===== config.mk =====
export PLATFORM = sky130hd
export DESIGN_NAME = csbank_decoder
export DESIGN_NICKNAME = d
export VERILOG_FILES = /design/src/rtl/csdec_pkg.sv /design/src/rtl/csdec_bank_cmp.sv /design/src/rtl/csdec_prio.sv /design/src/rtl/csdec_size_chk.sv /design/src/rtl/csbank_decoder.sv
export SDC_FILE = /design/constraint.sdc
export NUM_CORES = 1
export LEC_CHECK = 0
export ABC_AREA = 1
export CAP_MARGIN = 15
export CORE_UTILIZATION = 36
export CTS_CLUSTER_SIZE = 12
export DETAILED_ROUTE_END_ITERATION = 10
export GPL_ROUTABILITY_DRIVEN = 0
export PLACE_DENSITY = 0.58
export SLEW_MARGIN = 20
export SYNTH_ARGS = -nofsm -noshare
export SYNTH_HDL_FRONTEND = slang
export SYNTH_SLANG_ARGS = --single-unit

===== constraint.sdc =====
create_clock -name clk -period 4.1 [get_ports clk]
set_clock_uncertainty 0.1 [all_clocks]
set_input_delay 0.615 -clock clk [delete_from_list [all_inputs] [get_ports clk]]
set_output_delay 0.615 -clock clk [all_outputs]
set_load 0.1 [all_outputs]

===== src/rtl/csdec_pkg.sv =====
package csdec_pkg;
  // Configuration word field positions
  localparam int BF_AT_LO  = 9;
  localparam int BF_PS_LO  = 6;
  localparam int BF_PAR    = 2;
  localparam int BF_WP     = 1;
  localparam int BF_VALID  = 0;
  localparam int OF_ATM_LO = 9;
  localparam int CFG_DW    = 32;

  typedef enum logic [1:0] {
    KIND_BASE   = 2'd0,
    KIND_OPTION = 2'd1,
    KIND_STATUS = 2'd2
  } cfg_kind_e;

  typedef enum logic [1:0] {
    PS_NONE = 2'b00,
    PS_8    = 2'b01,
    PS_16   = 2'b10,
    PS_32   = 2'b11
  } port_size_e;

  typedef enum logic [1:0] {
    SZ_BYTE = 2'd0,
    SZ_HALF = 2'd1,
    SZ_WORD = 2'd2,
    SZ_BAD  = 2'd3
  } acc_size_e;
endpackage


===== src/rtl/csdec_bank_cmp.sv =====
module csdec_bank_cmp #(
  parameter int CMP_W = 17,
  parameter int AT_W  = 3
) (
  input  logic             valid,
  input  logic [CMP_W-1:0] base_addr,
  input  logic [CMP_W-1:0] mask_addr,
  input  logic [AT_W-1:0]  base_at,
  input  logic [AT_W-1:0]  mask_at,
  input  logic [CMP_W-1:0] req_addr_hi,
  input  logic [AT_W-1:0]  req_at,
  output logic             hit
);
  logic addr_eq;
  logic at_eq;

  always_comb begin
    addr_eq = ((req_addr_hi ^ base_addr) & mask_addr) == '0;
    at_eq   = ((req_at ^ base_at) & mask_at) == '0;
    hit     = valid & addr_eq & at_eq;
  end
endmodule


===== src/rtl/csdec_prio.sv =====
module csdec_prio #(
  parameter int N     = 8,
  localparam int IW   = (N > 1) ? $clog2(N) : 1
) (
  input  logic [N-1:0]  req,
  output logic [N-1:0]  grant,
  output logic [IW-1:0] idx,
  output logic          any
);
  always_comb begin
    grant = req & (~req + N'(1));
    idx   = '0;
    for (int i = N - 1; i >= 0; i--) begin
      if (req[i]) idx = IW'(i);
    end
    any = |req;
  end
endmodule


===== src/rtl/csdec_size_chk.sv =====
module csdec_size_chk
  import csdec_pkg::*;
(
  input  logic [1:0] ps,
  input  logic [1:0] size,
  input  logic [1:0] lsb,
  output logic       legal
);
  always_comb begin
    legal = 1'b0;
    unique case (port_size_e'(ps))
      PS_8:    legal = (size == SZ_BYTE);
      PS_16:   legal = (size == SZ_BYTE) || (size == SZ_HALF && !lsb[0]);
      PS_32:   legal = (size == SZ_BYTE) || (size == SZ_HALF && !lsb[0]) ||
                       (size == SZ_WORD && lsb == 2'b00);
      default: legal = 1'b0;
    endcase
  end
endmodule


===== src/rtl/csbank_decoder.sv =====
module csbank_decoder
  import csdec_pkg::*;
#(
  parameter int            NUM_BANKS = 8,
  parameter int            ADDR_W    = 32,
  parameter int            CMP_LSB   = 15,
  parameter int            AT_W      = 3,
  parameter logic [AT_W-1:0] EXT_AT  = 3'b100,
  localparam int           IDX_W     = (NUM_BANKS > 1) ? $clog2(NUM_BANKS) : 1,
  localparam int           CFG_AW    = IDX_W + 2
) (
  input  logic                 clk,
  input  logic                 rst,
  input  logic                 cfg_wr,
  input  logic [CFG_AW-1:0]    cfg_addr,
  input  logic [CFG_DW-1:0]    cfg_wdata,
  input  logic                 req_valid,
  input  logic [ADDR_W-1:0]    req_addr,
  input  logic [AT_W-1:0]      req_at,
  input  logic                 req_write,
  input  logic [1:0]           req_size,
  input  logic                 req_ext,
  output logic [NUM_BANKS-1:0] bank_sel,
  output logic [1:0]           sel_ps,
  output logic                 sel_par,
  output logic                 align_err,
  output logic                 wp_err,
  output logic                 stat_wper
);
  localparam int CMP_W = ADDR_W - CMP_LSB;

  // Configuration storage
  logic [CFG_DW-1:0] base_q [NUM_BANKS];
  logic [CFG_DW-1:0] opt_q  [NUM_BANKS];

  cfg_kind_e        wr_kind;
  logic [IDX_W-1:0] wr_idx;
  logic             sts_clr;

  always_comb begin
    wr_kind = cfg_kind_e'(cfg_addr[CFG_AW-1 -: 2]);
    wr_idx  = cfg_addr[IDX_W-1:0];
    sts_clr = cfg_wr && (wr_kind == KIND_STATUS) && cfg_wdata[0];
  end

  always_ff @(posedge clk) begin
    if (rst) begin
      for (int i = 0; i < NUM_BANKS; i++) begin
        base_q[i] <= '0;
        opt_q[i]  <= '0;
      end
    end else if (cfg_wr && (32'(wr_idx) < NUM_BANKS)) begin
      if (wr_kind == KIND_BASE)   base_q[wr_idx] <= cfg_wdata;
      if (wr_kind == KIND_OPTION) opt_q[wr_idx]  <= cfg_wdata;
    end
  end

  // Per-bank match
  logic [AT_W-1:0]      eff_at;
  logic [NUM_BANKS-1:0] hit_vec;
  logic [1:0]           ps_a  [NUM_BANKS];
  logic                 par_a [NUM_BANKS];
  logic                 wp_a  [NUM_BANKS];

  assign eff_at = req_ext ? EXT_AT : req_at;

  for (genvar g = 0; g < NUM_BANKS; g++) begin : g_bank
    assign ps_a[g]  = base_q[g][BF_PS_LO +: 2];
    assign par_a[g] = base_q[g][BF_PAR];
    assign wp_a[g]  = base_q[g][BF_WP];

    csdec_bank_cmp #(
      .CMP_W(CMP_W),
      .AT_W (AT_W)
    ) i_cmp (
      .valid      (base_q[g][BF_VALID]),
      .base_addr  (base_q[g][CFG_DW-1 -: CMP_W]),
      .mask_addr  (opt_q[g][CFG_DW-1 -: CMP_W]),
      .base_at    (base_q[g][BF_AT_LO +: AT_W]),
      .mask_at    (opt_q[g][OF_ATM_LO +: AT_W]),
      .req_addr_hi(req_addr[ADDR_W-1:CMP_LSB]),
      .req_at     (eff_at),
      .hit        (hit_vec[g])
    );
  end

  // Priority and winner attributes
  logic [NUM_BANKS-1:0] win_oh;
  logic [IDX_W-1:0]     win_idx;
  logic                 any_hit;
  logic [1:0]           win_ps;
  logic                 win_par;
  logic                 win_wp;
  logic                 size_ok;

  csdec_prio #(.N(NUM_BANKS)) i_prio (
    .req  (hit_vec),
    .grant(win_oh),
    .idx  (win_idx),
    .any  (any_hit)
  );

  always_comb begin
    win_ps  = ps_a[win_idx];
    win_par = par_a[win_idx];
    win_wp  = wp_a[win_idx];
  end

  csdec_size_chk i_size (
    .ps   (win_ps),
    .size (req_size),
    .lsb  (req_addr[1:0]),
    .legal(size_ok)
  );

  // Outcome
  logic do_hit;
  logic do_align;
  logic do_wp;

  always_comb begin
    do_hit   = req_valid && any_hit;
    do_align = do_hit && !size_ok;
    do_wp    = do_hit && size_ok && req_write && win_wp;
  end

  always_ff @(posedge clk) begin
    if (rst) begin
      bank_sel  <= '0;
      sel_ps    <= '0;
      sel_par   <= 1'b0;
      align_err <= 1'b0;
      wp_err    <= 1'b0;
      stat_wper <= 1'b0;
    end else begin
      align_err <= do_align;
      wp_err    <= do_wp;
      if (do_hit && !do_align && !do_wp) begin
        bank_sel <= win_oh;
        sel_ps   <= win_ps;
        sel_par  <= win_par;
      end else begin
        bank_sel <= '0;
        sel_ps   <= '0;
        sel_par  <= 1'b0;
      end
      // a new violation takes precedence over a clear in the same cycle
      if (do_wp)        stat_wper <= 1'b1;
      else if (sts_clr) stat_wper <= 1'b0;
    end
  end
endmodule


**After elaboration in Yosys (flattened, before gate mapping)**

Memories as Yosys holds them, arrays and structs flattened.
Index checks and enable logic that the tools add are counted.

- Memories: 2
- Logic and storage cells: 147
- Output and inout bits: 14
- RAM bits: 512
- Bits of input ports: 80
- Register bits: 14

- Muxes and demuxes: 37
- Add/subtract/negate cells: 1
- Eq/ne operators: 7
- Magnitude comparators: 1
- Bitwise operators: 52
- Reductions and logical operators: 41

Memories:

| name | depth | bits a word | rd ports | clocked after Yosys merged registers in | wr ports | RTL line | RTL |
|---|---|---|---|---|---|---|---|
| base_q | 8 | 32 | 8 | 0 | 8 | csbank_decoder.sv:33 | `logic [CFG_DW-1:0] base_q [NUM_BANKS];` |
| opt_q | 8 | 32 | 8 | 0 | 8 | csbank_decoder.sv:34 | `logic [CFG_DW-1:0] opt_q [NUM_BANKS];` |

Operator list:

| cell | count |
|---|---|
| AND 17 bit | 8 |
| zero test 17 bit | 8 |
| XOR 17 bit | 8 |
| two-way mux 32 bit | 2 |
| OR reduction 32 bit | 2 |
| two-way mux 3 bit | 11 |
| AND 3 bit | 8 |
| zero test 3 bit | 8 |
| XOR 3 bit | 8 |
| two-way mux 1 bit | 18 |
| AND 1 bit | 16 |
| logical AND 1 bit | 11 |
| adder 8 x 1 -> 8 bit, second input constant | 1 |
| AND 8 bit | 1 |
| == test 2 bit, second input constant | 4 |
| NOT 8 bit | 1 |
| OR reduction 8 bit | 1 |
| binary-select mux 1 bit (select 3 bit) | 2 |
| binary-select mux 2 bit (select 3 bit) | 1 |
| == test 2 x 1 -> 1 bit, second input constant | 3 |
| zero test 2 bit | 3 |
| >= comparator 4 bit, second input constant | 1 |
| zero test 1 bit | 4 |
| two-way mux 2 bit | 2 |
| 6 further kinds | 7 |

**Longest topological paths before layout**

Gate-level depths: netlist (run 1).

- Word-level depth: 26
- Mapped depth: 25
- Gate-level depth less buffers: 23

**Hierarchy**

Synthesis (run 1) repeated with hierarchy kept, for this count alone.

- Cells, all modules: 1832
- Area total of the unflattened synthesis: 17556.8 um^2

By module, submodules not included:

| module | cells each | seq. area each (um^2) | instances | area each (um^2) |
|---|---|---|---|---|
| csbank_decoder | 985 | 11090.6 | 1 | 13979.7 |
| csdec_bank_cmp | 100 | 0.0 | 8 | 421.7 |
| csdec_prio | 36 | 0.0 | 1 | 158.9 |
| csdec_size_chk | 11 | 0.0 | 1 | 45.0 |

**Worst setup path before layout (run 1)**

OpenSTA, ideal clock, no wires.

- Path kind: in2reg
- From: input rst
- To: memory base_q[3][0] (enable)
- Data required time: 3.618 ns
- Path buffers: 1
- Arrival time: 2.562 ns
- Path slack: 1.056 ns
- Setup time: 0.382 ns
- Cell stages on the path: 4
- Path through: nor4_1 > nand4_1 > clkbuf_1 > nand2_1

RTL lines:

| what | RTL line | RTL |
|---|---|---|
| start, declared | csbank_decoder.sv:13 | `input logic rst,` |
| end, declared | csbank_decoder.sv:33 |  |

**Worst setup path in the final report (run 1)**

- From: input req_addr[29]
- To: register bank_sel[2]

- Word-level cells in the longest chain between the ends: 26
- Elaborated cells on any way between the ends: 75
- Those cells by class: add/sub (1); eq/ne (3); mux (15); bitwise (36); reduce/logical (20)

RTL lines:

| what | RTL line | RTL |
|---|---|---|
| start, declared | csbank_decoder.sv:18 | `input logic [ADDR_W-1:0] req_addr,` |
| XOR 17 bit | csdec_bank_cmp.sv:18 | `addr_eq = ((req_addr_hi ^ base_addr) & mask_addr) == '0;` |
| AND 17 bit | csdec_bank_cmp.sv:18 |  |
| zero test 17 bit | csdec_bank_cmp.sv:18 |  |
| AND 1 bit (2 in series) | csdec_bank_cmp.sv:20 | `hit = valid & addr_eq & at_eq;` |
| two-way mux 3 bit (8 in series) | csdec_prio.sv:14 | `if (req[i]) idx = IW'(i);` |
| NOT 3 -> 4 bit (not written as such) | csbank_decoder.sv:104, csbank_decoder.sv:106 |  |
| binary-select mux 2 bit (select 3 bit) | csbank_decoder.sv:104 | `win_ps = ps_a[win_idx];` |
| two-way mux 2 bit (not written as such) (2 in series) | csbank_decoder.sv:104 |  |
| == test 2 bit / == test 2 x 1 -> 1 bit (equally long branches) | csdec_size_chk.sv:11 | `unique case (port_size_e'(ps))` |
| one-hot mux 1 bit (3 select lines) | csdec_size_chk.sv:11 |  |
| zero test 1 bit / logical AND 1 bit (equally long branches) | csbank_decoder.sv:123, csbank_decoder.sv:124 |  |
| logical AND 1 bit (on tied branches) | csbank_decoder.sv:123, csbank_decoder.sv:124 |  |
| zero test 1 bit / logical AND 1 bit (equally long branches) | csbank_decoder.sv:138, csbank_decoder.sv:124 |  |
| logical AND 1 bit / zero test 1 bit (equally long branches) | csbank_decoder.sv:138 | `if (do_hit && !do_align && !do_wp) begin` |
| logical AND 1 bit | csbank_decoder.sv:138 |  |
| NOT 1 bit (no line) | - |  |
| OR reduction 2 bit (no line) | - |  |
| end signal, assigned | csbank_decoder.sv:139 | `bank_sel <= win_oh;` |
| end, declared | csbank_decoder.sv:23 | `output logic [NUM_BANKS-1:0] bank_sel,` |

Several ways; a longest one is shown, not always the timed one. The select of a mux whose other input is x is not followed.
A chain may end at the register's enable or synchronous reset.

==> results of run 1 <==
power by group:
| part | internal, W | switching, W | total [W] |
|---|---|---|---|
| sequential | 0.00438 | 0.0000690 | 0.00445 |
| clock | 0.00204 | 0.00148 | 0.00352 |
| combinational | 0.000224 | 0.000433 | 0.000656 |
per-stage QoR:
stage | total power [W] | util, % | worst slack [ns] | instance area, um^2
floorplan | 0.004882 | - | 1.056 | 16870
finish | 0.008622 | 43.56 | 0.7172 | 19940
global route | 0.008898 | 43.56 | 0.4269 | 19940
CTS | 0.008683 | 43.56 | 0.7208 | 19940
global placement | 0.005172 | 40.81 | 0.1960 | 18680
detailed placement | 0.005192 | 40.81 | 0.1581 | 18680
layout make-up:
| cell class | count | area (um^2) | area share [%] |
|---|---|---|---|
| clock buffer | 54 | 1160 | 5.818 |
| inverter | 141 | 529.3 | 2.655 |
| clock inverter | 16 | 96.34 | 0.4832 |
| tap | 600 | 750.7 | 3.766 |
| multi-input combinational | 1120 | 4878 | 24.47 |
| timing repair buffer | 153 | 1431 | 7.180 |
| sequential | 374 | 11090 | 55.63 |
registers in the layout, indices dropped and copies added, names as in the netlist:
name       cells
base_q       200
opt_q        160
bank_sel       8
sel_ps         2
align_err      1
sel_par        1
stat_wper      1
wp_err         1
worst max-delay path: stages:
cell and delay (ns):
clkdlybuf4s50_1 0.78, buf_4 0.23, nand2_1 0.05, nor3b_1 0.14, nor3b_1 0.25, nand3_1 0.24, nand3b_1 0.34, nand2_1 0.18
a21oi_4 0.06, buf_4 0.15, nand3_1 0.08, nand3_1 0.07, nand3_1 0.18, nand2_1 0.09, inv_2 0.08, nand2_4 0.12
nor2_2 0.10
placed cells by master (no fill, tap or decap), types with 2 or more instances in the layout:
master	count
nand3_1	122
clkdlybuf4s50_1	73
xor2_1	14
nand2_2	4
nor4_1	2
nor2_2	14
nor4_2	2
nand3_2	6
nor3_1	7
edfxtp_1	360
a21oi_1	9
nor3b_1	3
inv_2	6
clkinv_2	5
or2_0	5
nand4_1	28
clkinv_1	10
o211ai_1	2
nand2_1	331
nor2_1	501
nand2_4	5
clkbuf_1	9
or2_2	26
nand3b_1	6
o21ai_0	14
inv_1	134
dfxtp_1	14
or2_1	4
buf_12	8
buf_4	72
clkbuf_16	45
o21ai_1	6
worst paths after layout:
check,start,endpoint,slack (ns),depth (start not counted)
setup / recovery,req_addr[29],bank_sel[2],0.72,17
hold / removal,stat_wper,stat_wper,0.38,2
hold reg to reg,stat_wper,stat_wper,0.38,2
setup reg to reg,base_q[2][20],bank_sel[2],1.13,20
metal layers:
metal	GRT usage (%)	vias to the layer above
li1	-	5817
met1	25.17	5784
met2	33.05	360
met3	3.020	83
met4	7.389	0
met5	0	-
kinds of logic after synthesis:
kind of cell	share of synthesized area, %
and+or+nand+nor	27.04
DFF	65.73
xor gates and xnor gates	0.7267
buffers and inverters	5.354
AOI/OAI and AO/OA	1.142
==> results.ini, run 1 <==
[clock_network]
clk_pin_slew_ns=0.06
postCtsHoldBufs=0
cts_tree=done
cts_sinks=374
cts-root-buf=clkbuf_16
clock_path_buffers=3
cts_inserted_buffers=42
h-tree-depth=2
clock_latency_ns=0.55
post-cts-setup-buffers=0
cts_resized=0

[sta]
fin_tns_setup_ns=0
tightest_slew_ns=0.9963
setup_viol=0
min_period_over_period_pct=82.51
fin_crit_ns=3.383
holdWs_ns=0.3820
relSlewSlack_pct=33.37
finalHoldViolations=0
rsz0062_at_grt=no
slew_viol_final=0
max_freq_mhz=295.6

[finish]
diodes=0
drive_gt1_share_pct=10.82
final.fill_count=4330
area_growth_pct=18.16
nets=1912
stdcell_count=2458

[global_routing]
gr-total-overflow=0
grt_max_degree=27
grt_pass1_wl_um=68430
antenna_found_initial=0
grt_use_total_pct=19.56
grt_pass1_vias=11470

[die]
die-height_um=218.5
ios=94
rows=78
fp.dieW_um=218.5
core-area_um2=45770
dieArea_um2=47740
initial_core_util_pct=36.86

[drt]
drtAntennaViolNets=0
first_iter_violations=969
first_pass_iters=5
drc=0
num_vias=12040
routed_wirelength_um=45950
top_layer=met4
viasPerCell=4.900
wire_per_inst_um=18.69
wl_met1_um=19590
dr_wl_met3_um=2815
dr_wl_met2_um=22010

[synthesis]
async_flop_share_pct=0
synth-edff-count=360
synthMostInstantiatedCell=nor2_1
syn_avg_cell_area_um2=9.850
ys_top_cells_by_area=edfxtp_1 (64%), nor2_1 (11%), nand2_1 (7.4%)
yosys_most_used_dff=edfxtp_1
synth_top_area_share_pct=64.07
netlist_instances=1713
synth_fp_nets=1793
yosysSeqAreaShare_pct=65.73
yosys-top-cells-count=nor2_1 (501), edfxtp_1 (360), nand2_1 (331)
yosys.area.top_type=edfxtp_1
syn_area_um2=16870
yosys.cell_types.count=39
yosys_warnings=0
ys_ff_latch=374

[worst_setup_path]
critPathMaxFanout=10
endpoint_kind=register
path_class=in -> reg
worst_ep_arrival_time_ns=3.77
cp_data_required_time_ns=4.49
start_kind=input port

[pwr]
p_leak_nw=8.080
powerDensity_nw_per_um2=432.5
ir_worst_vdd_mv=0.2625

[worst_hold_path]
hp-class=reg -> reg

[placement]
place.detailed.instances=2388
port_buffers=73
hpwl_um=29610

[flow_run]
drv_cap=0

[run_status]
status=complete, no violations

Note: power is estimated with default switching activity, not from simulation.
==> inputs of run 2 (changes only) <==
PLACE_DENSITY = 0.6   (was 0.58)
clock period = 2.8 ns   (was 4.1 ns; I/O delays follow)
==> results.ini, run 2 (same netlist as run 1, synthesis figures left out) <==
[finish]
design_area_um2=21040  ; +5.5%
regMostFlops=base_q
area_growth_pct=24.69
largest_register_ffs=200  ; unchanged
drive_gt1_share_pct=18.42  ; +7.6 points
stdcell_count=2533  ; +3.1%
layout_common_cells=nor2_1 (487), edfxtp_1 (360), nand2_1 (312), inv_1 (129), buf_4 (128)
final.fill_count=4181  ; -3.4%
nets=1985  ; +3.8%
largestRegisters=base_q (200), opt_q (160), bank_sel (8)
mostFrequentLayoutCell=nor2_1
diodes=0  ; unchanged

[pwr]
power.net_switching_w=0.003059  ; +55%
netSwitchingFraction_pct=24.10  ; +1.1 points
intPower_w=0.009636  ; +45%
powerDensity_nw_per_um2=603.4  ; +40%
combPwrFrac_pct=8.8  ; +1.2 points
clkPwrFrac_pct=39.9  ; -0.9 points
ir_worst_vdd_mv=0.3961  ; +51%
pwr-share-seq_pct=51.3  ; -0.3 points
p_leak_nw=8.713  ; +7.8%

[sta]
min_period_over_period_pct=104.7
finalHoldViolations=0  ; unchanged
max_freq_mhz=341.2
finalWorstSetupSlack_ns=-0.1311  ; -0.8483 ns
rsz0062_at_grt=yes
relSlewSlack_pct=57.43  ; +24 points
slew_viol_final=0  ; unchanged
fin_tns_setup_ns=-1.287  ; -1.287 ns
setup_viol=14  ; +14
fin_crit_ns=2.931
tightest_slew_ns=0.6378  ; -0.3585 ns

[clock_network]
postCtsHoldBufs=0  ; unchanged
clk_pin_slew_ns=0.06  ; about the same
clock_latency_ns=0.58  ; +0.03 ns
cts_tree=done
h-tree-depth=2  ; unchanged
cts_inserted_buffers=42  ; unchanged
cts_sinks=374  ; unchanged
cts-root-buf=clkbuf_16
clock_path_buffers=3  ; unchanged

[global_routing]
grt_max_degree=26  ; -3.7%
grt_use_total_pct=20.68  ; +1.1 points
antenna_found_initial=0  ; unchanged
gr-total-overflow=0  ; unchanged
grt_pass1_vias=12060  ; +5.2%
grt_pass1_wl_um=72220  ; +5.5%

[worst_setup_path]
worst_ep_arrival_time_ns=3.34  ; -0.43 ns
endpoint_kind=register
path_class=reg -> reg
critPathMaxFanout=5  ; -5
cp_data_required_time_ns=3.21  ; -1.28 ns
start_kind=register

[drt]
viasPerCell=4.996  ; +2.0%
routed_wirelength_um=49220  ; +7.1%
first_pass_iters=6  ; +1
wire_per_inst_um=19.43  ; +4.0%
num_vias=12650  ; +5.1%
drtAntennaViolNets=0  ; unchanged
drc=0  ; unchanged
first_iter_violations=1138  ; +17%

[placement]
place.detailed.instances=2434  ; +1.9%
post_dp_cell_area_um2=19170  ; +2.6%
place_ws_ns=-0.8678  ; -1.026 ns
port_buffers=73  ; unchanged
hpwl_um=31510  ; +6.4%

[die]
fp.dieW_um=218.5  ; unchanged
initial_core_util_pct=36.86  ; unchanged
die-height_um=218.5  ; unchanged
rows=78  ; unchanged
ios=94  ; unchanged
core-area_um2=45770  ; unchanged
dieArea_um2=47740  ; unchanged

[flow_run]
drv_cap=0  ; unchanged

[worst_hold_path]
hp-class=reg -> reg

[run_status]
violations=setup timing
status=finished, violations left

-- run 2: cell types whose count changed in the layout (fill, tap and decap cells not counted), moves of 16 or more --
cell and delta:
buf_4 +56, nand3_2 +18, nand2_1 -19, clkdlybuf4s50_1 -29, nand3_1 -22, nand2_2 +16
-- run 2: power groups by stage --
stage | logic, W | clock network, W | registers [W]
final | 0.00112 | 0.00506 | 0.00652
after detailed placement | 0.00107 | 0 | 0.00663
after global placement | 0.00105 | 0 | 0.00662
after CTS | 0.00109 | 0.00514 | 0.00652
after floorplan | 0.000541 | 0 | 0.00661
after global routing | 0.00121 | 0.00535 | 0.00655
-- run 2: worst max-delay path: stages, from the launching register on --
cell	delay, ns
edfxtp_1	0.39
or2_4	0.26
nand3_2	0.05
nand4_1	0.19
nor2_2	0.21
nand4_1	0.28
nand2_4	0.18
inv_4	0.06
nand2_8	0.10
buf_6	0.12
nand3b_1	0.10
nand3_2	0.10
nand3_2	0.08
nand2_2	0.10
nor2_2	0.05
nand2_1	0.08
nand2_1	0.06
inv_2	0.12
nand2_4	0.10
nor2_4	0.11
-- run 2: final cells by class --
cell class,count,area [um^2],area share [%]
repair buffers,225,2181,10.37
multi-input cells,1121,5226,24.84
clock inverters,21,148.9,0.7077
inverters,141,539.3,2.563
clock buffers,51,1102,5.239
flip-flops and latches,374,11090,52.71
well taps,600,750.7,3.568
-- run 2: what timing repair did --
action / CTS / global route
endpoints found under the setup margin: 14 / 14
setup buffers: 20 / 6
resized for setup: 50 / 70
pin swaps: 28 / 49
cloned: 1 / 1
-- run 2: stage by stage --
stage / hold WS [ns] / power, W / utilization [%]
after floorplan: 0.5164 / 0.007148 / -
after global placement: 0.3699 / 0.007667 / 41.89
after detailed placement: 0.3838 / 0.007699 / 41.89
after CTS: 0.3927 / 0.01275 / 45.28
after global routing: 0.4267 / 0.01310 / 45.97
final: 0.3952 / 0.01270 / 45.97
-- run 2: final timing paths --
check                                   start           to  slack [ns]  cells past startpoint
worst max-delay path            base_q[2][28]  bank_sel[6]       -0.13                     19
worst min-delay path                stat_wper    stat_wper        0.40                      2
worst max register to register  base_q[2][28]  bank_sel[6]       -0.13                     19
worst min register to register      stat_wper    stat_wper        0.40                      2
-- run 2: metal layers --
metal | up-vias | track usage (%) | share of wire (%) | wire length, um
li1 | 5974 | - | - | -
met1 | 6124 | 25.75 | 41 | 20040
met2 | 464 | 34.58 | 48 | 23580
met3 | 92 | 4.287 | 7.4 | 3619
met4 | 0 | 9.021 | 4.0 | 1985
met5 | - | 0 | 0 | 0
